File: config.mk
export PLATFORM = sky130hd
export DESIGN_NAME = mem_err_irq
export DESIGN_NICKNAME = d
export VERILOG_FILES = /design/src/rtl/mem_err_irq.sv
export SDC_FILE = /design/constraint.sdc
export NUM_CORES = 1
export LEC_CHECK = 0
export BUFFER_PORTS_ARGS = -buffer_cell sky130_fd_sc_hd__buf_2
export CAP_MARGIN = 20
export CELL_PAD_IN_SITES_DETAIL_PLACEMENT = 1
export CELL_PAD_IN_SITES_GLOBAL_PLACEMENT = 1
export CORE_ASPECT_RATIO = 0.75
export CORE_MARGIN = 1.5
export CORE_UTILIZATION = 38
export DETAILED_ROUTE_END_ITERATION = 8
export PLACE_DENSITY_LB_ADDON = 0.1
export REMOVE_ABC_BUFFERS = 1
export SLEW_MARGIN = 10
export SYNTH_ARGS = -nofsm -noshare
export SYNTH_HDL_FRONTEND = slang
export SYNTH_SLANG_ARGS = --single-unit
File: constraint.sdc
create_clock -name clk -period 1.9 [get_ports clk]
set_input_delay 0 -clock clk [delete_from_list [all_inputs] [get_ports clk]]
set_output_delay 0 -clock clk [all_outputs]
set_load 0.05 [all_outputs]
File: src/rtl/mem_err_irq.sv
module mem_err_irq #(
  parameter int CID_W = 6,
  parameter int RA_W  = 6
) (
  input  logic             clk,
  input  logic             rst_n,
  input  logic             dec_err,
  input  logic [CID_W-1:0] dec_cid,
  input  logic             dec_wr,
  input  logic [31:0]      dec_addr,
  input  logic             pg_err,
  input  logic [CID_W-1:0] pg_cid,
  input  logic             pg_wr,
  input  logic [31:0]      pg_addr,
  input  logic             sec_err,
  input  logic [CID_W-1:0] sec_cid,
  input  logic             sec_wr,
  input  logic             sec_kind,
  input  logic [31:0]      sec_addr,
  input  logic             reg_we,
  input  logic [RA_W-1:0]  reg_addr,
  input  logic [31:0]      reg_wdata,
  output logic [31:0]      reg_rdata,
  output logic             irq
);
  localparam logic [RA_W-1:0] OFS_STAT = RA_W'(8'h00);
  localparam logic [RA_W-1:0] OFS_MASK = RA_W'(8'h04);
  localparam logic [RA_W-1:0] OFS_DEC  = RA_W'(8'h08);
  localparam logic [RA_W-1:0] OFS_PG   = RA_W'(8'h10);
  localparam logic [RA_W-1:0] OFS_SEC  = RA_W'(8'h18);

  logic [2:0]       stat_q, mask_q;
  logic [2:0][31:0] cap_q, adr_q;
  logic [2:0][31:0] cw, aw;

  wire       stat_wr = reg_we && (reg_addr == OFS_STAT);
  wire [2:0] clr     = stat_wr ? reg_wdata[2:0] : 3'b000;
  wire [2:0] hit     = {sec_err, pg_err, dec_err};
  wire [2:0] take    = hit & (~stat_q | clr);

  always_comb begin
    cw = '0;
    cw[0][CID_W-1:0] = dec_cid;
    cw[0][31]        = dec_wr;
    cw[1][0]         = pg_wr;
    cw[1][CID_W:1]   = pg_cid;
    cw[2][CID_W-1:0] = sec_cid;
    cw[2][30]        = sec_kind;
    cw[2][31]        = sec_wr;
    aw = {sec_addr, pg_addr, dec_addr};
  end

  always_ff @(posedge clk) begin
    if (!rst_n) begin
      stat_q <= '0;
      mask_q <= '0;
      cap_q  <= '0;
      adr_q  <= '0;
    end else begin
      stat_q <= (stat_q & ~clr) | hit;
      if (reg_we && reg_addr == OFS_MASK) mask_q <= reg_wdata[2:0];
      for (int i = 0; i < 3; i++) begin
        if (take[i]) begin
          cap_q[i] <= cw[i];
          adr_q[i] <= aw[i];
        end
      end
    end
  end

  always_comb begin
    case (reg_addr)
      OFS_STAT:                 reg_rdata = {29'd0, stat_q};
      OFS_MASK:                 reg_rdata = {29'd0, mask_q};
      OFS_DEC:                  reg_rdata = cap_q[0];
      OFS_DEC + RA_W'(4):       reg_rdata = adr_q[0];
      OFS_PG:                   reg_rdata = cap_q[1];
      OFS_PG + RA_W'(4):        reg_rdata = adr_q[1];
      OFS_SEC:                  reg_rdata = cap_q[2];
      OFS_SEC + RA_W'(4):       reg_rdata = adr_q[2];
      default:                  reg_rdata = '0;
    endcase
  end

  assign irq = |(stat_q & mask_q);
endmodule

==> results_dict.tcl <==
set metrics [dict create \
    ys_warn_count 0 \
    first_pass_iters 5 \
    p_per_area_mw_per_mm2 808 \
    netlist_instances 683 \
    maxSlewHeadroom 0.658 \
    cap_violations 0 \
    start_util 0.392 \
    clock-skew-final_ps 7.53 \
    pin_count 195 \
    syn_to_final_growth_pct 46.7 \
    rrSetupSlack_ps 600 \
    max_freq_mhz 576 \
    antennaDiodeCount 0 \
    cp_max_fo 3 \
    grt_max_degree 82 \
    drive_gt1_frac 0.280 \
    rows 40 \
    vias 6328 \
    path_class "reg2out" \
    syn_area_per_cell_um2 9.28 \
    die_area_mm2 0.0175 \
    cts_setup_buffers 0 \
    routed_wl_mm 22.3 \
    tns_ps 0 \
    power_leakage_nw 4.33 \
    critPathMaxStageDelay_ps 440 \
    drc 0 \
    postLayoutCellArea_mm2 0.00930 \
    worst_pin_slew_ps 513 \
    critPathLaunchType "flip-flop" \
    hold_viol 0 \
    cts.sinks 124 \
    io_buffers 165 \
    crit_arrival_ps 1740 \
    worst_path_max_delay_cell "dfxtp_1" \
    ant_nets 0 \
    synth_cell_type_count 37 \
    cts_buffers 17 \
    seq_area_frac_synth 0.392 \
    nets 1100 \
    place.gp.congestion 0.754 \
    end_kind "output port" \
    ctsHtreeMaxLevel 4 \
    worstPathRequired_ps 1900 \
    cts_tree "done" \
    fin_crit_sh 0.913 \
    post-place-ws_ps 65.5 \
    cts.path.max_buffers 2 \
    grt_usage 0.260 \
    setup_ws_ps 165 \
    peakVddDrop_uv 536 \
    gr-total-overflow 0 \
    grt_pass1_wl_mm 36.1 \
    min_path_type "in2reg" \
    coreArea_mm2 0.0162 \
    placed_area_mm2 0.00742 \
    die_h_um 115 \
    fin_util 0.575 \
    insertion_delay_ps 420 \
    slew_violations 0 \
    die_w_um 152 \
    min_period_ps 1740 \
    crit_chain "mux2i_1, or3_2, nand3_1, buf_2" \
    grt_pass1_vias 6886 \
    drt_iter0_markers 367 \
    ys_seq_elements 124 \
    clkSlewWorstSetupHoldPaths_ps 60 \
    finalSetupViolations 0 \
    dpl.hpwl_mm 12.6 \
    final_cell_mix "buf_2, dfxtp_1, dlygate4sd3_1" \
    synth_area_mm2 0.00634 \
    vias_per_cell 5.45 \
    antenna_found_initial 0 \
    wl_per_cell_um 19.2 \
    rsz0062_at_grt "no" \
    cts_root_buf "clkbuf_16" \
    layout_commonest_cell "buf_2" \
    status "completed" \
]
==> cell type report <==
cell class / count / area [um^2]
Inverter: 27 / 101
Fill cell: 1844 / 6870
Sequential cell: 124 / 2480
Multi-Input combinational cell: 455 / 3410
Tap cell: 210 / 263
Clock inverter: 10 / 186
Timing Repair Buffer: 313 / 2380
Clock buffer: 22 / 474
==> sequential cells by signal, indices dropped and copies added (netlist names) <==
signal,flops
adr_q,96
cap_q,22
mask_q,3
stat_q,3
==> cell families after synthesis <==
logic type / Yosys count / share of synthesized area
AO/OA/AOI/OAI: 288 / 0.358
buffers and inverters: 104 / 0.0740
multiplexers: 13 / 0.0217
AND/OR/NAND/NOR: 154 / 0.155
flip-flops: 124 / 0.392
==> critical path: cells and delay by family, from the launching register on <==
family,cells,cell delay [ps]
and+or+nand+nor,2,510
DFF,1,440
buffers and inverters,1,280
muxes,1,100
==> through the flow <==
step           power, mW  hold WS, ps  instances
3_5_place_dp        3.72          303       1008
3_3_place_gp        3.68          293       1008
6_report            7.51         72.7       1161
4_1_cts             7.58         62.2       1161
5_1_grt             7.81         79.4       1161
2_1_floorplan       3.25          118        606
==> path summary, 6_finish.rpt <==
check,startpoint,end,cells after the start
worst max-delay path,stat_q[0]$_SDFF_PN0_,reg_rdata[0],4
worst min-delay path,rst_n,cap_q[31]$_SDFFE_PN0P_,2
worst max register to register,stat_q[0]$_SDFF_PN0_,adr_q[17]$_SDFFE_PN0P_,4
worst min register to register,mask_q[0]$_SDFFE_PN0P_,mask_q[0]$_SDFFE_PN0P_,2
==> report_power, final <==
group	leakage, nW	total (mW)	internal (mW)	switching [mW]
combinational	3.00	1.06	0.568	0.489
sequential	1.02	2.82	2.75	0.0751
clock	0.313	3.63	2.43	1.20
==> cells in the mapped netlist, drive strengths merged <==
| library cell | instances | area (um^2) |
|---|---|---|
| and3 | 119 | 781 |
| mux2i | 7 | 70.1 |
| mux2 | 6 | 67.6 |
| nor2 | 3 | 11.3 |
| a21oi | 1 | 5.00 |
| inv | 27 | 101 |
| nor3b | 1 | 7.51 |
| a21boi | 121 | 908 |
| nor2b | 6 | 37.5 |
| nor3 | 3 | 15.0 |
| dfxtp | 124 | 2480 |
| nand3 | 5 | 25.0 |
| nor4 | 1 | 6.26 |
| or4 | 1 | 11.3 |
| a222oi | 28 | 280 |
| o21a | 118 | 886 |
| o21ai | 4 | 20.0 |
| buf | 15 | 110 |
| and3b | 1 | 8.76 |
| a22oi | 9 | 67.6 |
| nand3b | 3 | 22.5 |
| a32oi | 2 | 17.5 |
| nand2b | 1 | 6.26 |
| nand2 | 7 | 26.3 |
| a22o | 1 | 8.76 |
| and2 | 1 | 6.26 |
| or3 | 1 | 7.51 |
| o31ai | 3 | 63.8 |
| o2bb2ai | 1 | 8.76 |
| clkbuf | 62 | 258 |
| or4b | 1 | 10.0 |
==> metal layers <==
layer	global-route usage	wire [um]	share of wire	up-vias
met3	0.0539	969	0.043	26
met4	0.0906	308	0.014	0
met5	0	0	0	-
li1	-	-	-	3029
met2	0.467	11000	0.49	179
met1	0.311	10000	0.45	3094
==> timing repair <==
item | 4_1_cts | 5_1_grt
resized for setup | 0 | 1
setup endpoints to repair | 0 | 2
hold buffers | 121 | 0
hold endpoints to repair | 121 | 0
No activity file was read; power rests on OpenSTA's default activity.
